**config.mk**
```make
export PLATFORM = sky130hd
export DESIGN_NAME = soft_sym_front
export DESIGN_NICKNAME = d
export VERILOG_FILES = /design/src/rtl/soft_sym_pkg.sv /design/src/rtl/strobe_detect.sv /design/src/rtl/sym_metric.sv /design/src/rtl/sym_order.sv /design/src/rtl/soft_sym_front.sv
export SDC_FILE = /design/constraint.sdc
export NUM_CORES = 1
export LEC_CHECK = 0
export BUFFER_PORTS_ARGS = -buffer_cell sky130_fd_sc_hd__buf_4
export CAP_MARGIN = 10
export CORE_MARGIN = 5
export CORE_UTILIZATION = 30
export DETAILED_ROUTE_END_ITERATION = 8
export PLACE_DENSITY = 0.47
export REMOVE_ABC_BUFFERS = 1
export SLEW_MARGIN = 20
export SYNTH_ARGS = -nofsm -noshare
export SYNTH_HDL_FRONTEND = slang
export SYNTH_SLANG_ARGS = --single-unit
```
**constraint.sdc**
```tcl
create_clock -name clk -period 0.9 [get_ports clk]
set_clock_uncertainty 0.2 [all_clocks]
set_input_delay 0.09 -clock clk [delete_from_list [all_inputs] [get_ports clk]]
set_output_delay 0.09 -clock clk [all_outputs]
set_load 0.005 [all_outputs]
```
**src/rtl/soft_sym_pkg.sv**
```systemverilog
package soft_sym_pkg;
  localparam int unsigned SYM_W_DEF   = 3;
  localparam int unsigned NUM_SYM     = 3;
  localparam int unsigned SYNC_DEF    = 2;

  typedef enum logic [1:0] {
    ORD_PASS  = 2'b00,
    ORD_ROT1  = 2'b01,
    ORD_ROT2  = 2'b10,
    ORD_PASS2 = 2'b11
  } ord_sel_e;
endpackage

```
**src/rtl/strobe_detect.sv**
```systemverilog
module strobe_detect #(
  parameter int unsigned SYNC_STAGES = 2
) (
  input  logic clk,
  input  logic rst_n,
  input  logic drdy_n,
  output logic fall
);
  logic [SYNC_STAGES:0] sh_q, sh_d;

  always_comb begin
    sh_d = {sh_q[SYNC_STAGES-1:0], drdy_n};
  end

  always_ff @(posedge clk or negedge rst_n) begin
    if (!rst_n) sh_q <= '1;
    else        sh_q <= sh_d;
  end

  // previous synchronised level high, current low
  assign fall = sh_q[SYNC_STAGES] & ~sh_q[SYNC_STAGES-1];
endmodule

```
**src/rtl/sym_metric.sv**
```systemverilog
module sym_metric #(
  parameter int unsigned SYM_W = 3
) (
  input  logic [SYM_W-1:0] sym,
  input  logic             fmt_sm,
  output logic [SYM_W-1:0] metric
);
  localparam int unsigned MAG_W = SYM_W - 1;
  localparam logic [SYM_W-1:0] MID = SYM_W'(1) << MAG_W;
  localparam logic [SYM_W-1:0] TOP = '1;

  logic [SYM_W-1:0] mag;

  always_comb begin
    mag = {1'b0, sym[MAG_W-1:0]};
    if (!sym[SYM_W-1])  metric = (MID - SYM_W'(1)) - mag;
    else if (fmt_sm)    metric = MID + mag;
    else                metric = TOP - mag;
  end
endmodule

```
**src/rtl/sym_order.sv**
```systemverilog
module sym_order
  import soft_sym_pkg::*;
#(
  parameter int unsigned SYM_W = 3
) (
  input  logic [SYM_W-1:0] in_a,
  input  logic [SYM_W-1:0] in_b,
  input  logic [SYM_W-1:0] in_c,
  input  logic             rate_half,
  input  logic [1:0]       sel,
  output logic [SYM_W-1:0] out_a,
  output logic [SYM_W-1:0] out_b,
  output logic [SYM_W-1:0] out_c
);
  ord_sel_e s;

  always_comb begin
    s = ord_sel_e'(sel);
    out_a = in_a;
    out_b = in_b;
    out_c = in_c;
    if (rate_half) begin
      out_c = '0;
      if (s == ORD_ROT1) begin
        out_a = in_b;
        out_b = in_a;
      end
    end else begin
      case (s)
        ORD_ROT1: begin out_a = in_b; out_b = in_c; out_c = in_a; end
        ORD_ROT2: begin out_a = in_c; out_b = in_a; out_c = in_b; end
        default:  ;
      endcase
    end
  end
endmodule

```
**src/rtl/soft_sym_front.sv**
```systemverilog
module soft_sym_front
  import soft_sym_pkg::*;
#(
  parameter int unsigned SYM_W       = SYM_W_DEF,
  parameter int unsigned SYNC_STAGES = SYNC_DEF
) (
  input  logic             clk,
  input  logic             rst_n,
  input  logic             drdy_n,
  input  logic [SYM_W-1:0] sym_g1,
  input  logic [SYM_W-1:0] sym_g2,
  input  logic [SYM_W-1:0] sym_g3,
  input  logic             fmt_sm,
  input  logic             rate_half,
  input  logic [1:0]       sync_sel,
  output logic             ack,
  output logic             metric_valid,
  output logic [SYM_W-1:0] metric_a,
  output logic [SYM_W-1:0] metric_b,
  output logic [SYM_W-1:0] metric_c
);
  // reset: asserted asynchronously, released on the clock
  logic [1:0] rst_pipe;
  logic       rst_s;

  always_ff @(posedge clk or negedge rst_n) begin
    if (!rst_n) rst_pipe <= '0;
    else        rst_pipe <= {rst_pipe[0], 1'b1};
  end
  assign rst_s = rst_pipe[1];

  logic cap;

  strobe_detect #(.SYNC_STAGES(SYNC_STAGES)) u_det (
    .clk    (clk),
    .rst_n  (rst_s),
    .drdy_n (drdy_n),
    .fall   (cap)
  );

  logic [SYM_W-1:0] raw    [NUM_SYM];
  logic [SYM_W-1:0] conv_m [NUM_SYM];

  assign raw[0] = sym_g1;
  assign raw[1] = sym_g2;
  assign raw[2] = sym_g3;

  for (genvar i = 0; i < NUM_SYM; i++) begin : g_conv
    sym_metric #(.SYM_W(SYM_W)) u_conv (
      .sym    (raw[i]),
      .fmt_sm (fmt_sm),
      .metric (conv_m[i])
    );
  end

  logic [SYM_W-1:0] ord_a, ord_b, ord_c;

  sym_order #(.SYM_W(SYM_W)) u_ord (
    .in_a      (conv_m[0]),
    .in_b      (conv_m[1]),
    .in_c      (conv_m[2]),
    .rate_half (rate_half),
    .sel       (sync_sel),
    .out_a     (ord_a),
    .out_b     (ord_b),
    .out_c     (ord_c)
  );

  logic [SYM_W-1:0] ma_q, mb_q, mc_q, ma_d, mb_d, mc_d;
  logic             ack_q, vld_q;

  always_comb begin
    ma_d = ma_q;
    mb_d = mb_q;
    mc_d = mc_q;
    if (cap) begin
      ma_d = ord_a;
      mb_d = ord_b;
      mc_d = ord_c;
    end
  end

  always_ff @(posedge clk or negedge rst_s) begin
    if (!rst_s) begin
      ma_q  <= '0;
      mb_q  <= '0;
      mc_q  <= '0;
      ack_q <= 1'b0;
      vld_q <= 1'b0;
    end else begin
      ma_q  <= ma_d;
      mb_q  <= mb_d;
      mc_q  <= mc_d;
      ack_q <= cap;
      vld_q <= cap;
    end
  end

  assign ack          = ack_q;
  assign metric_valid = vld_q;
  assign metric_a     = ma_q;
  assign metric_b     = mb_q;
  assign metric_c     = mc_q;

  p_ack_pulse_r1: assert property (@(posedge clk) disable iff (!rst_s)
    ack |=> !ack);

  // the metric's top bit follows the symbol's sign in both formats (R3 too)
  p_sign_r2: assert property (@(posedge clk) disable iff (!rst_s)
    conv_m[0][SYM_W-1] == sym_g1[SYM_W-1]);

  p_half_c_zero_r6: assert property (@(posedge clk) disable iff (!rst_s)
    (metric_valid && $past(rate_half)) |-> (metric_c == '0));

  p_hold_r7: assert property (@(posedge clk) disable iff (!rst_s)
    !cap |=> $stable({metric_a, metric_b, metric_c}));
endmodule

```
==> reports/qor.csv, run 1 <==
metric;value;unit
status;finished with violations;
failed_checks;hold timing, setup timing;
insertedDiodeCount;0;
antenna_found_initial;0;
seqPwrFrac;41.4;%
cp.arrival;1.37;ns
fmax;710;MHz
grtUsageTotal;12.8;%
internal-power;1.39;mW
crit_cells;5;
ios;27;
cp_data_required_time;0.86;ns
synth.yosys.seq_area_share;40.7;%
yosysUniqueCellTypes;31;
powerDensity;1270;nW/um^2
wl_per_cell;12.1;um
firstDrtPassIters;4;
p_switching;0.566;mW
fin_nets;183;
io_buffers;26;
drc;0;
power_leakage;0.735;nW
clk_pin_slew;0.10;ns
start_kind;flip-flop;
grt_max_degree;14;
cts_buffers;3;
pwr-share-comb;38.5;%
p_sw_share;28.9;%
drv_cap;0;
ir_drop;0.392;mV
gr-total-overflow;0;
worst_slack;-0.508;ns
die_x;65.7;um
ant_nets;0;
crit_path_max_incr_delay;0.54;ns
cts_tree;done;
cts_max_level;1;
rows;20;
cp_cell_sequence;buf_4 -> nand2b_4 -> buf_4 -> nand2_1 -> o221ai_1;
vias;981;
setup_viol;21;
grt_pass1_wl;4.30;mm
whs;-0.0959;ns
reg2regPathDepth;5;
die_area;4320;um^2
pwr-share-clk;20.1;%
viasPerCell;4.76;
crit_path_top_delay_cell;dfstp_2;
final_common_cell;buf_4;
synth_cells;102;
period_share;156;%
nFillCells;301;
yosysWarningCount;0;
critPathCaptureType;flip-flop;
rsz0062_at_grt;yes;
routed_wl;2.48;mm
hold_buffers;2;
clock_sinks;15;
use_met1;16.7;%
stdcell_area;1540;um^2
finalHoldViolations;9;
synth-seq-cells;15;
critPathBufInv;2;
fin_crit;1.41;ns
worst_hold_path_type;in -> async;
cts_root_buffer;clkbuf_4;
grtUsageMet3;1.71;%
timing.critical_path.max_delay_family;flip-flops;
placed_cell_area;1360;um^2
drive_gt1_share;45.7;%
grt_util_met2;21.0;%
dpl.hpwl;2.03;mm
drv_slew;0;
grt.busiest_layer;met2;
drtIter0Drc;20;
grt_pass1_vias;963;
critical_path_class;reg -> reg;
die_h;65.7;um
gp_congestion;0.846;
clk_path_buf_depth;2;
finalPower;1.96;mW
crit_fanout;10;
syn2layout_area_growth;65.5;%
start_util;30.8;%
core_area;3030;um^2
cpMostUsedCell;buf_4;
layout_common_cells;buf_4, buf_6, dfrtp_1;
dp_slack;-0.696;ns
synth_area;932;um^2
avgSynthCellArea;9.14;um^2
insertion_delay;0.28;ns
-- metrics by stage --
stage	instances	util [%]	TNS [ns]
finish	206	51.0	-6.93
global route	206	51.0	-8.07
CTS	203	49.5	-7.14
detailed placement	192	44.9	-5.88
global placement	192	44.9	-5.64
floorplan	97	-	-4.95
-- what timing repair did --
| item | CTS | global route |
|---|---|---|
| endpoints found under the setup margin | 21 | 22 |
| pin swaps | 0 | 1 |
| resized for setup | 18 | 4 |
| buffers inserted | 5 | 3 |
| hold endpoints to repair | 10 | 7 |
-- metal layers --
layer / up-vias / wire length, um
met5: - / 0
met1: 468 / 1120
li1: 490 / -
met2: 21 / 1260
met4: 0 / 19
met3: 2 / 83
-- synthesized netlist by cell type --
cell / count / share of area (%)
dfrtp_1: 12 / 32
nand2_1: 11 / 4.4
o21ai_0: 11 / 5.9
a221oi_1: 6 / 5.6
inv_1: 6 / 2.4
nand2b_1: 6 / 4.0
a21oi_1: 4 / 2.1
ha_1: 4 / 5.4
nor2_1: 4 / 1.6
clkbuf_1: 3 / 1.2
dfstp_2: 3 / 8.5
a211oi_1: 2 / 1.6
a21boi_0: 2 / 1.6
and3b_2: 2 / 2.1
mux2i_1: 2 / 2.1
nand4_1: 2 / 1.3
nor3_1: 2 / 1.1
o21ai_1: 2 / 1.1
o221ai_1: 2 / 1.9
o31ai_1: 2 / 1.6
o41ai_1: 2 / 1.9
xnor2_1: 2 / 1.9
xor2_1: 2 / 1.9
a22o_1: 1 / 0.94
a22oi_1: 1 / 0.81
and2_4: 1 / 0.94
buf_2: 1 / 0.54
buf_4: 1 / 0.81
conb_1: 1 / 0.40
nor3b_2: 1 / 1.3
or2_2: 1 / 0.67
-- cell type report --
type,count,area [um^2],share of cell area [%]
Tap cell,44,55.1,3.57
Clock inverter,1,7.51,0.487
Inverter,6,22.5,1.46
Multi-Input combinational cell,76,528,34.2
Clock buffer,3,22.5,1.46
Timing Repair Buffer,61,528,34.2
Sequential cell,15,379,24.6
-- registers in the layout, summed over array words and instances, names as in the netlist --
| name | cells |
|---|---|
| metric_b | 3 |
| ack | 1 |
| metric_a | 3 |
| u_det.sh_q | 3 |
| metric_c | 3 |
| rst_pipe | 2 |
-- final timing paths --
path                                from       endpoint  slack (ns)
setup / recovery           u_det.sh_q[2]    metric_b[1]       -0.51
hold / removal                     rst_n    rst_pipe[1]        -0.1
setup reg to reg           u_det.sh_q[2]    metric_b[1]       -0.51
hold reg to reg              rst_pipe[1]    metric_a[2]       -0.01
max in group asynchronous    rst_pipe[1]  u_det.sh_q[0]        0.32
min in group clk               rate_half    metric_b[0]       -0.04
-- power by group through the flow --
stage,clock network (mW),registers (mW),logic [mW]
CTS,0.411,0.809,0.727
finish,0.394,0.809,0.753
global placement,0,0.807,0.612
global route,0.440,0.822,0.835
floorplan,0,0.821,0.230
detailed placement,0,0.811,0.613
-- kinds of logic after synthesis --
family,synth area share [%]
AO/OA/AOI/OAI,25.1
AND/OR/NAND/NOR,17.6
flip-flops,40.7
buffers and inverters,4.97
adder cells (fa/ha/maj),5.37
XOR/XNOR,3.76
multiplexers,2.15
other,0.402
-- worst reg2reg max path, cell delays in order, from the launching register on --
cell,delay [ns]
dfstp_2,0.54
buf_4,0.11
nand2b_4,0.09
buf_4,0.16
nand2_1,0.07
o221ai_1,0.11
(Power assumes the default switching activity.)
==> inputs of run 2 (changes only) <==
clock period = 1.6 ns   (was 0.9 ns; I/O delays follow)
==> run 2 against run 1 <==
The flow now finishes without violations; final cell count is 13% lower; register-to-register slack better by 0.66 ns; setup slack better by 0.66 ns; cell area is 18% lower; sequential cell count stayed put; utilization is 9.1 points lower; sequential power is 44% lower; sequential share of layout area is 5.4 points higher; combinational power is 62% lower; largest power group unchanged.
==> reports/qor.csv, run 2 (synthesis results as in run 1) <==
metric;value;unit
clock_sinks;15;
powerDensity;747;nW/um^2
power_leakage;0.579;nW
grt_max_degree;15;
cp.arrival;1.39;ns
ir_drop;0.229;mV
clk_pin_slew;0.09;ns
grtUsageTotal;11.2;%
status;finished, final reports clean;
firstDrtPassIters;4;
drv_slew;0;
fmax;689;MHz
syn2layout_area_growth;35.8;%
crit_path_max_incr_delay;0.56;ns
cts_root_buffer;clkbuf_4;
insertedDiodeCount;0;
register_area;379;um^2
gr-total-overflow;0;
fin_nets;156;
die_x;65.7;um
whs;0.0120;ns
nFillCells;303;
critPathCaptureType;flip-flop;
fin_crit;1.45;ns
rsz0062_at_grt;no;
cp_data_required_time;1.53;ns
start_util;30.8;%
layout_common_cells;buf_4, dfrtp_1, nand2_1, o21ai_0;
ios;27;
cp_cell_sequence;nand2b_1 -> buf_12 -> inv_1 -> nand2_1 -> o221ai_1;
worstMarginPinSlew;0.508;ns
crit_fanout;14;
cts_tree;done;
timing.critical_path.max_delay_family;flip-flops;
insertion_delay;0.27;ns
viasPerCell;4.75;
vias;851;
worst_hold_path_type;reg -> async;
multiInputGateArea;507;um^2
ant_nets;0;
die_h;65.7;um
gp_congestion;0.856;
cts_max_level;1;
drive_gt1_share;31.9;%
die_area;4320;um^2
drc;0;
grt_pass1_vias;868;
drv_cap;0;
rows;20;
dpl.hpwl;1.79;mm
maxSlewHeadroom;66.2;%
finalHoldViolations;0;
setup_tns;0;ns
final_common_cell;buf_4;
io_buffers;26;
critPathBufInv;2;
wl_per_cell;12.4;um
core_area;3030;um^2
start_kind;flip-flop;
crit_path_top_delay_cell;dfstp_2;
critical_path_class;reg -> reg;
grt_pass1_wl;3.89;mm
routed_wl;2.22;mm
cts_buffers;3;
drtIter0Drc;22;
setup_viol;0;
antenna_found_initial;0;
clk_path_buf_depth;2;
period_share;90.7;%
[run 2: where the power goes]
part | switching, mW | total [mW] | internal (mW)
logic | 0.132 | 0.286 | 0.153
registers | 0.0274 | 0.453 | 0.426
clock network | 0.114 | 0.207 | 0.0924
[run 2: final timing paths]
check	startpoint	to	slack (ns)	depth (start not counted)
setup / recovery	u_det.sh_q[1]	metric_b[0]	0.15	5
hold / removal	rst_pipe[1]	metric_b[2]	0.01	0
setup reg to reg	u_det.sh_q[1]	metric_b[0]	0.15	5
hold reg to reg	rst_pipe[1]	metric_b[2]	0.01	0
max in group asynchronous	rst_n	rst_pipe[0]	0.54	3
min in group clk	sym_g2[2]	metric_a[2]	0.04	3
[run 2: what timing repair did]
| item | CTS | global route |
|---|---|---|
| endpoints found under the hold margin | 3 | 0 |
| hold buffers | 3 | 0 |
| buffers inserted | 0 | 0 |
| gates resized for setup | 0 | 0 |
[run 2: area by class of cell]
cell class | instances | area share, %
repair buffers | 34 | 21.7
well taps | 44 | 4.35
clock inverters | 1 | 0.395
inverters | 6 | 1.78
multi-input cells | 76 | 40.0
flip-flops and latches | 15 | 29.9
clock buffers | 3 | 1.78
[run 2: routing by layer]
| metal | up-vias | part of all wire [%] | GRT usage (%) |
|---|---|---|---|
| li1 | 434 | - | - |
| met1 | 392 | 49 | 15.3 |
| met2 | 23 | 46 | 17.4 |
| met3 | 2 | 4.8 | 2.05 |
| met4 | 0 | 0.86 | 3.89 |
| met5 | - | 0 | 0 |
[run 2: metrics by stage]
stage	utilization (%)	instance area, um^2	setup slack [ns]	cells	power (mW)
2_1_floorplan	-	908	0.0628	97	0.591
3_3_place_gp	39.9	1210	-0.0526	172	0.743
3_5_place_dp	39.9	1210	-0.0417	172	0.743
4_1_cts	41.8	1270	0.135	179	0.958
5_1_grt	41.8	1270	0.0322	179	1.01
6_report	41.8	1270	0.149	179	0.945
==> inputs of run 3 (changes only) <==
clock period = 1.81 ns   (was 1.6 ns; I/O delays follow)
==> run 3 against run 2 <==
Wire length up 6.3%; non-clock buffer count down 2; setup slack better by 0.049 ns; register-to-register slack better by 0.05 ns.
==> reports/qor.csv, run 3 (synthesis results as in run 1) <==
metric;value;unit
status;finished, final reports clean;
insertion_delay;0.29;ns
firstDrtPassIters;4;
post_cts_buffers;0;
fin_crit;1.61;ns
die_h;65.7;um
fmax;620;MHz
startpoint;u_det.sh_q[1];
dpl.hpwl;1.89;mm
rows;20;
layout_common_cells;buf_4, dfrtp_1, nand2_1, o21ai_0;
start_util;30.8;%
powerDensity;685;nW/um^2
clk_path_buf_depth;2;
drv_slew;0;
clk_pin_slew;0.09;ns
grt_pass1_vias;847;
clock_sinks;15;
worstMarginPinSlew;0.535;ns
die_area;4320;um^2
period_share;89.1;%
maxSlewHeadroom;64.3;%
worstReg2RegStart;u_det.sh_q[1];
routed_wl;2.36;mm
vias;856;
gr-total-overflow;0;
drive_gt1_share;30.8;%
core_area;3030;um^2
crit_fanout;11;
r2r_end;metric_b[0];
final_common_cell;buf_4;
cp_data_required_time;1.77;ns
drtIter0Drc;37;
wl_per_cell;13.3;um
fin_nets;154;
grtUsageTotal;11.9;%
critPathCaptureType;flip-flop;
worst_hold_path_type;reg -> async;
critical_path_class;reg -> reg;
nFillCells;323;
cts_max_level;1;
drv_cap;0;
power_leakage;0.563;nW
ir_drop;0.254;mV
cp.arrival;1.57;ns
syn2layout_area_growth;32.9;%
drc;0;
cts_root_buffer;clkbuf_4;
viasPerCell;4.84;
reg2reg_setup_slack;0.20;ns
cts_tree;done;
ios;27;
whs;0.0239;ns
insertedDiodeCount;0;
ant_nets;0;
cts_buffers;3;
grt_max_degree;14;
cp-endpoint;metric_b[0];
io_buffers;26;
hold_buffers;3;
finalHoldViolations;0;
start_kind;flip-flop;
die_x;65.7;um
rsz0062_at_grt;no;
reg2regPathDepth;4;
gp_congestion;0.830;
setup_tns;0;ns
grt_pass1_wl;3.92;mm
antenna_found_initial;0;
cts_resized;0;
setup_viol;0;
## run 3: worst min path at each step
| stage | to | slack, ns | cells past startpoint |
|---|---|---|---|
| 6_report | ack | 0.02 | 0 |
| 5_1_grt | metric_b[2] | 0.03 | 3 |
| 4_1_cts | metric_b[2] | 0.04 | 3 |
| 3_5_place_dp | rst_pipe[0] | -0.23 | 1 |
| 3_3_place_gp | rst_pipe[0] | -0.24 | 1 |
| 2_1_floorplan | rst_pipe[0] | -0.31 | 0 |
## run 3: critical path, stage by stage, from the launching register on
cell and delay, ns:
dfstp_2 0.56, nand2b_1 0.37, inv_1 0.13, nand2_1 0.11, o221ai_1 0.11
## run 3: through the flow
stage	area, um^2	setup slack (ns)	std cells	utilization (%)	power, mW
after floorplan	908	0.252	97	-	0.523
after global placement	1180	0.185	170	39.0	0.652
after detailed placement	1180	0.186	170	39.0	0.653
after CTS	1240	0.181	177	40.9	0.864
after global routing	1240	0.100	177	40.9	0.907
final	1240	0.198	177	40.9	0.848
## run 3: report_power, final
| group | switching (mW) | internal, mW |
|---|---|---|
| Sequential | 0.0248 | 0.376 |
| Clock | 0.118 | 0.0823 |
| Combinational | 0.117 | 0.130 |
## run 3: per-layer routing
metal | vias to the layer above | GRT usage [%] | routed length [um]
met2 | 29 | 18.0 | 1120
met5 | - | 0 | 0
li1 | 431 | - | -
met1 | 392 | 15.9 | 1080
met3 | 4 | 1.37 | 118
met4 | 0 | 7.77 | 40
## run 3: final cells by class
class / instances / area [um^2] / share of cell area (%)
clock inverters: 1 / 5.00 / 0.404
clock buffers: 3 / 22.5 / 1.82
inverters: 6 / 22.5 / 1.82
flip-flops and latches: 15 / 379 / 30.6
multi-input cells: 76 / 507 / 40.9
well taps: 44 / 55.1 / 4.44
repair buffers: 32 / 248 / 20.0
